`src/rtl/pwr_seq_pkg.sv`:
```
package pwr_seq_pkg;

  typedef enum logic [2:0] {
    PS_IDLE      = 3'd0,
    PS_WAIT_SYS  = 3'd1,
    PS_WAIT_PWR  = 3'd2,
    PS_WAIT_RAIL = 3'd3,
    PS_RUN       = 3'd4,
    PS_FAULT     = 3'd5
  } pseq_state_e;

  localparam int unsigned PS_STATE_W = 3;

endpackage

```
`src/rtl/pwr_seq_sync.sv`:
```
module pwr_seq_sync #(
  parameter int unsigned WIDTH  = 3,
  parameter int unsigned STAGES = 2
) (
  input  logic             clk,
  input  logic             rst_n,
  input  logic [WIDTH-1:0] d_i,
  output logic [WIDTH-1:0] q_o
);

  localparam int unsigned LAST = STAGES - 1;

  for (genvar b = 0; b < WIDTH; b++) begin : g_bit
    logic [STAGES-1:0] chain_q;

    always_ff @(posedge clk or negedge rst_n) begin
      if (!rst_n) begin
        chain_q <= '0;
      end else begin
        chain_q <= {chain_q[STAGES-2:0], d_i[b]};
      end
    end

    assign q_o[b] = chain_q[LAST];
  end

endmodule

```
`src/rtl/pwr_seq_timer.sv`:
```
module pwr_seq_timer #(
  parameter int unsigned CNT_W = 7
) (
  input  logic             clk,
  input  logic             rst_n,
  input  logic             clr_i,
  input  logic             tick_i,
  input  logic [CNT_W-1:0] limit_i,
  output logic             expired_o
);

  logic [CNT_W-1:0] cnt_q;
  logic [CNT_W-1:0] cnt_d;
  logic             cnt_en;

  assign expired_o = (cnt_q >= limit_i);

  always_comb begin
    cnt_en = clr_i | (tick_i & ~expired_o);
    cnt_d  = clr_i ? '0 : cnt_q + CNT_W'(1);
  end

  always_ff @(posedge clk or negedge rst_n) begin
    if (!rst_n) begin
      cnt_q <= '0;
    end else if (cnt_en) begin
      cnt_q <= cnt_d;
    end
  end

  AST_CNT_BOUND: assert property (@(posedge clk) disable iff (!rst_n)
    cnt_q <= limit_i) else $error("count past limit");

  AST_CLR_RESTART: assert property (@(posedge clk) disable iff (!rst_n)
    clr_i |=> (cnt_q == '0)) else $error("count not restarted");

endmodule

```
`src/rtl/pwr_seq_fsm.sv`:
```
module pwr_seq_fsm
  import pwr_seq_pkg::*;
#(
  parameter int unsigned CNT_W          = 7,
  parameter int unsigned SYS_DLY_TICKS  = 10,
  parameter int unsigned PWR_DLY_TICKS  = 125,
  parameter int unsigned RAIL_DLY_TICKS = 125
) (
  input  logic             clk,
  input  logic             rst_n,
  input  logic             ext_ok_i,
  input  logic             batt_ok_i,
  input  logic             rail_ok_i,
  input  logic             expired_i,
  output logic             clr_o,
  output logic [CNT_W-1:0] limit_o,
  output pseq_state_e      state_o,
  output logic             sys_en_o,
  output logic             pwr_en_o,
  output logic             core_rst_n_o
);

  pseq_state_e state_q;
  pseq_state_e state_d;
  logic        ext_prev_q;
  logic        release_seen;
  logic        sys_en_q;
  logic        pwr_en_q;
  logic        core_rst_n_q;

  assign release_seen = ext_ok_i & ~ext_prev_q;

  // next-state logic
  always_comb begin
    state_d = state_q;
    if (!ext_ok_i || !batt_ok_i) begin
      state_d = PS_IDLE;
    end else begin
      unique case (state_q)
        PS_IDLE:      if (release_seen) state_d = PS_WAIT_SYS;
        PS_WAIT_SYS:  if (expired_i)    state_d = PS_WAIT_PWR;
        PS_WAIT_PWR:  if (expired_i)    state_d = PS_WAIT_RAIL;
        PS_WAIT_RAIL: if (expired_i)    state_d = rail_ok_i ? PS_RUN : PS_FAULT;
        PS_RUN:       state_d = PS_RUN;
        PS_FAULT:     state_d = PS_FAULT;
        default:      state_d = PS_IDLE;
      endcase
    end
  end

  // limit selection for the tick timer
  always_comb begin
    unique case (state_q)
      PS_WAIT_SYS:  limit_o = CNT_W'(SYS_DLY_TICKS);
      PS_WAIT_PWR:  limit_o = CNT_W'(PWR_DLY_TICKS);
      PS_WAIT_RAIL: limit_o = CNT_W'(RAIL_DLY_TICKS);
      default:      limit_o = '1;
    endcase
  end

  assign clr_o = (state_d != state_q);

  // state and output registers
  always_ff @(posedge clk or negedge rst_n) begin
    if (!rst_n) begin
      state_q      <= PS_IDLE;
      ext_prev_q   <= 1'b0;
      sys_en_q     <= 1'b0;
      pwr_en_q     <= 1'b0;
      core_rst_n_q <= 1'b0;
    end else begin
      state_q      <= state_d;
      ext_prev_q   <= ext_ok_i;
      sys_en_q     <= (state_d == PS_WAIT_PWR) || (state_d == PS_WAIT_RAIL) || (state_d == PS_RUN);
      pwr_en_q     <= (state_d == PS_WAIT_RAIL) || (state_d == PS_RUN);
      core_rst_n_q <= (state_d == PS_RUN);
    end
  end

  assign state_o      = state_q;
  assign sys_en_o     = sys_en_q;
  assign pwr_en_o     = pwr_en_q;
  assign core_rst_n_o = core_rst_n_q;

  AST_PWR_NEEDS_SYS: assert property (@(posedge clk) disable iff (!rst_n)
    pwr_en_q |-> sys_en_q) else $error("core rail without system rail");

  AST_RUN_NEEDS_PWR: assert property (@(posedge clk) disable iff (!rst_n)
    core_rst_n_q |-> pwr_en_q) else $error("core released without rail");

  AST_ABORT_TO_IDLE: assert property (@(posedge clk) disable iff (!rst_n)
    (!ext_ok_i || !batt_ok_i) |=> (state_q == PS_IDLE && !sys_en_q)) else $error("abort missed");

  AST_FAULT_STICKY: assert property (@(posedge clk) disable iff (!rst_n)
    (state_q == PS_FAULT && ext_ok_i && batt_ok_i) |=> (state_q == PS_FAULT)) else $error("fault left");

  AST_START_ON_RELEASE: assert property (@(posedge clk) disable iff (!rst_n)
    (state_q == PS_IDLE && !(ext_ok_i && !ext_prev_q)) |=> (state_q == PS_IDLE)) else $error("start without release");

  AST_RAIL_IGNORED: assert property (@(posedge clk) disable iff (!rst_n)
    (state_q == PS_WAIT_RAIL && !expired_i) |=> (state_q == PS_WAIT_RAIL || state_q == PS_IDLE)) else $error("rail sampled early");

endmodule

```
`src/rtl/pwr_seq_ctrl.sv`:
```
module pwr_seq_ctrl
  import pwr_seq_pkg::*;
#(
  parameter int unsigned SYNC_STAGES    = 2,
  parameter int unsigned SYS_DLY_TICKS  = 10,
  parameter int unsigned PWR_DLY_TICKS  = 125,
  parameter int unsigned RAIL_DLY_TICKS = 125
) (
  input  logic       clk,
  input  logic       rst_n,
  input  logic       tick_i,
  input  logic       ext_rst_n_i,
  input  logic       batt_fault_n_i,
  input  logic       rail_fault_n_i,
  output logic       sys_en_o,
  output logic       pwr_en_o,
  output logic       core_rst_n_o,
  output logic [2:0] state_o
);

  localparam int unsigned MAX_A  = (SYS_DLY_TICKS > PWR_DLY_TICKS) ? SYS_DLY_TICKS : PWR_DLY_TICKS;
  localparam int unsigned MAX_D  = (MAX_A > RAIL_DLY_TICKS) ? MAX_A : RAIL_DLY_TICKS;
  localparam int unsigned CNT_W  = $clog2(MAX_D + 2);
  localparam int unsigned N_ASYN = 3;

  logic [N_ASYN-1:0] raw_in;
  logic [N_ASYN-1:0] synced;
  logic              tmr_clr;
  logic              tmr_exp;
  logic [CNT_W-1:0]  tmr_limit;
  pseq_state_e       fsm_state;

  assign raw_in = {rail_fault_n_i, batt_fault_n_i, ext_rst_n_i};

  pwr_seq_sync #(
    .WIDTH  (N_ASYN),
    .STAGES (SYNC_STAGES)
  ) u_sync (
    .clk   (clk),
    .rst_n (rst_n),
    .d_i   (raw_in),
    .q_o   (synced)
  );

  pwr_seq_timer #(
    .CNT_W (CNT_W)
  ) u_timer (
    .clk       (clk),
    .rst_n     (rst_n),
    .clr_i     (tmr_clr),
    .tick_i    (tick_i),
    .limit_i   (tmr_limit),
    .expired_o (tmr_exp)
  );

  pwr_seq_fsm #(
    .CNT_W          (CNT_W),
    .SYS_DLY_TICKS  (SYS_DLY_TICKS),
    .PWR_DLY_TICKS  (PWR_DLY_TICKS),
    .RAIL_DLY_TICKS (RAIL_DLY_TICKS)
  ) u_fsm (
    .clk          (clk),
    .rst_n        (rst_n),
    .ext_ok_i     (synced[0]),
    .batt_ok_i    (synced[1]),
    .rail_ok_i    (synced[2]),
    .expired_i    (tmr_exp),
    .clr_o        (tmr_clr),
    .limit_o      (tmr_limit),
    .state_o      (fsm_state),
    .sys_en_o     (sys_en_o),
    .pwr_en_o     (pwr_en_o),
    .core_rst_n_o (core_rst_n_o)
  );

  assign state_o = fsm_state;

  AST_RESET_QUIET: assert property (@(posedge clk)
    !rst_n |-> (!sys_en_o && !pwr_en_o && !core_rst_n_o)) else $error("outputs live in reset");

endmodule

```
`config.mk`:
```
export PLATFORM = sky130hd
export DESIGN_NAME = pwr_seq_ctrl
export DESIGN_NICKNAME = d
export VERILOG_FILES = /design/src/rtl/pwr_seq_pkg.sv /design/src/rtl/pwr_seq_sync.sv /design/src/rtl/pwr_seq_timer.sv /design/src/rtl/pwr_seq_fsm.sv /design/src/rtl/pwr_seq_ctrl.sv
export SDC_FILE = /design/constraint.sdc
export NUM_CORES = 1
export LEC_CHECK = 0
export BUFFER_PORTS_ARGS = -buffer_cell sky130_fd_sc_hd__buf_2
export CAP_MARGIN = 10
export CORE_ASPECT_RATIO = 1.25
export CORE_MARGIN = 2
export CORE_UTILIZATION = 58
export DETAILED_ROUTE_END_ITERATION = 10
export PLACE_DENSITY_LB_ADDON = 0.05
export SKIP_LAST_GASP = 1
export SYNTH_ARGS = -nofsm -noshare
export SYNTH_HDL_FRONTEND = slang
export SYNTH_SLANG_ARGS = --single-unit
```
`constraint.sdc`:
```
create_clock -name clk -period 7.5 [get_ports clk]
set_input_delay 1.5 -clock clk [delete_from_list [all_inputs] [get_ports clk]]
set_output_delay 1.5 -clock clk [all_outputs]
set_load 0.005 [all_outputs]
```
==> flow_summary.json <==
{
  "status": "completed",
  "vias_per_cell": 6.36,
  "vias": 872,
  "clock-sinks": 20,
  "hold_slack_ps": 360,
  "synth.avg_cell_area_um2": 11.1,
  "dp_hpwl_mm": 1.60,
  "critPathLaunchType": "flip-flop",
  "peakVddDrop_uv": 168,
  "io_buffers": 11,
  "period_share": 0.367,
  "crit_path_end_kind": "output port",
  "cts_max_level": 1,
  "antenna_found_initial": 0,
  "nFillCells": 150,
  "die-area_mm2": 0.00246,
  "timing.fmax_ghz": 0.363,
  "fin_skew_ps": 4.12,
  "dp.cells": 133,
  "fin_util": 0.662,
  "critPathKind": "flip-flop to output port",
  "core_area_mm2": 0.00196,
  "grt_overflow": 0,
  "setup_viol": 0,
  "r2r-end": "u_timer.cnt_q[4]",
  "grt_pass1_wl_mm": 3.75,
  "min_period_ps": 2750,
  "synth_area_mm2": 0.00120,
  "cp_top_family": "flip-flops",
  "worstPathCellList": "buf_2",
  "yosys_warnings": 0,
  "final_area_mm2": 0.00130,
  "die_y_um": 54.9,
  "placed_cell_area_mm2": 0.00124,
  "postCtsSetupRepairBufs": 0,
  "drt_iter0_markers": 16,
  "hold_viol": 0,
  "netlist_instances": 108,
  "clk_pin_slew_ps": 120,
  "crit_buf_inv": 1,
  "rsz0062_at_grt": "false",
  "min_from": "u_sync.g_bit[2].chain_q[0]",
  "drv_cap": 0,
  "p_leak_nw": 0.581,
  "initial_core_util": 0.614,
  "cp_max_fo": 19,
  "synth_edf_count": 0,
  "cts_root_buffer": "clkbuf_4",
  "rr_worst_depth": 8,
  "rrSetupSlack_ps": 4790,
  "worstMarginPinSlew_ps": 577,
  "cts-buffers-inserted": 3,
  "drive_gt1_frac": 0.299,
  "slowest_stage": "dfrtp_1",
  "wl_mm": 2.21,
  "row_count": 18,
  "power.density_mw_per_mm2": 216,
  "ctsHoldBuffers": 0,
  "diodes": 0,
  "ys_ff_latch": 20,
  "ys_types": 49,
  "min_path_cells": 0,
  "hold_class": "flip-flop to flip-flop",
  "io-pin-count": 12,
  "cts_tree": "built",
  "r2r-start": "u_fsm.state_o[0]",
  "synth_ff_type": "dfrtp_1",
  "drc": 0,
  "finalNonFillerCells": 137,
  "slew_headroom": 0.615,
  "ant_nets": 0,
  "cts_resized": 0,
  "synth_nets": 117,
  "arrival_ps": 1250,
  "whs_endpoint": "u_sync.g_bit[2].chain_q[1]",
  "ys_seq_area_frac": 0.416,
  "final_net_count": 127,
  "grt_use_total": 0.218,
  "synth_async_sr_flop_share": 1.00,
  "layout_common_cells": "dfrtp_1, buf_2, nor3_2, nand2_1, a21oi_1",
  "wire_per_inst_um": 16.1,
  "drv_slew": 0,
  "syn_to_final_growth_pct": 7.91,
  "critPathMaxStageDelay_ps": 730,
  "insertion_delay_ps": 310,
  "cp_data_required_time_ps": 6000,
  "first_global_vias": 827,
  "final_common_cell": "dfrtp_1",
  "setup_tns_ps": 0,
  "place.gp.congestion": 0.884,
  "cts.path.max_buffers": 2,
  "dieWidth_um": 44.7,
  "firstDrtPassIters": 4,
  "grt_start_max_net_pins": 21
}
synth_stat cells (3+ instances only):
library cell,count,area share
a21oi_1,6,0.025
buf_2,3,0.012
dfrtp_1,20,0.42
ha_1,3,0.031
nand2_1,6,0.019
nand3_1,5,0.021
nand4_1,3,0.016
nor2_1,3,0.0094
nor3_1,3,0.012
nor3_2,7,0.058
xnor2_1,4,0.029
xor2_1,3,0.022
cells by family after synthesis:
kind of cell,Yosys count,share of synthesized area
adders and majority gates,3,0.0312
DFF,20,0.416
muxes,1,0.00832
and+or+nand+nor,40,0.237
AOI/OAI and AO/OA,30,0.222
xor gates and xnor gates,7,0.0510
buffers and inverters,7,0.0343
per-stage QoR:
stage / worst slack, ps / power, mW
6_report: 4750 / 0.280
5_1_grt: 4550 / 0.296
4_1_cts: 4770 / 0.282
3_5_place_dp: 4800 / 0.192
3_3_place_gp: 4870 / 0.190
2_1_floorplan: 5060 / 0.177
where the power goes:
group | internal [mW] | switching, mW
logic | 0.0274 | 0.0334
registers | 0.118 | 0.0117
clock network | 0.0540 | 0.0359
total | 0.199 | 0.0810
worst max-delay path by stage:
stage	end	start	depth (start not counted)	slack [ps]
4_1_cts	state_o[0]	u_fsm.state_o[0]	1	4770
6_report	state_o[0]	u_fsm.state_o[0]	1	4750
5_1_grt	u_timer.cnt_q[0]	u_fsm.state_o[0]	8	4550
3_5_place_dp	u_timer.cnt_q[4]	u_fsm.state_o[1]	9	4800
2_1_floorplan	u_timer.cnt_q[0]	u_fsm.state_o[0]	10	5060
3_3_place_gp	u_timer.cnt_q[2]	u_fsm.state_o[2]	9	4870
layer usage:
layer / global-route usage / vias to the layer above / routed length, um
met3: 0.0227 / 6 / 63
met5: 0 / - / 0
met4: 0.126 / 0 / 59
met1: 0.259 / 415 / 908
li1: - / 427 / -
met2: 0.379 / 24 / 1180
state kept, by name, indices dropped and copies added (netlist names):
name	flops
u_fsm.state_o	3
u_fsm.sys_en_o	1
u_fsm.pwr_en_o	1
u_sync.g_bit.chain_q	6
u_fsm.core_rst_n_o	1
u_fsm.ext_prev_q	1
u_timer.cnt_q	7
layout make-up:
class,count,area (um2),share of cell area
clock inverters,1,30.0,0.0231
clock buffers,3,22.5,0.0174
repair buffers,11,55.1,0.0424
multi-input cells,81,661,0.509
flip-flops and latches,20,500,0.386
inverters,1,3.75,0.00289
well taps,20,25.0,0.0193
Note: power is estimated with default switching activity, not from simulation.
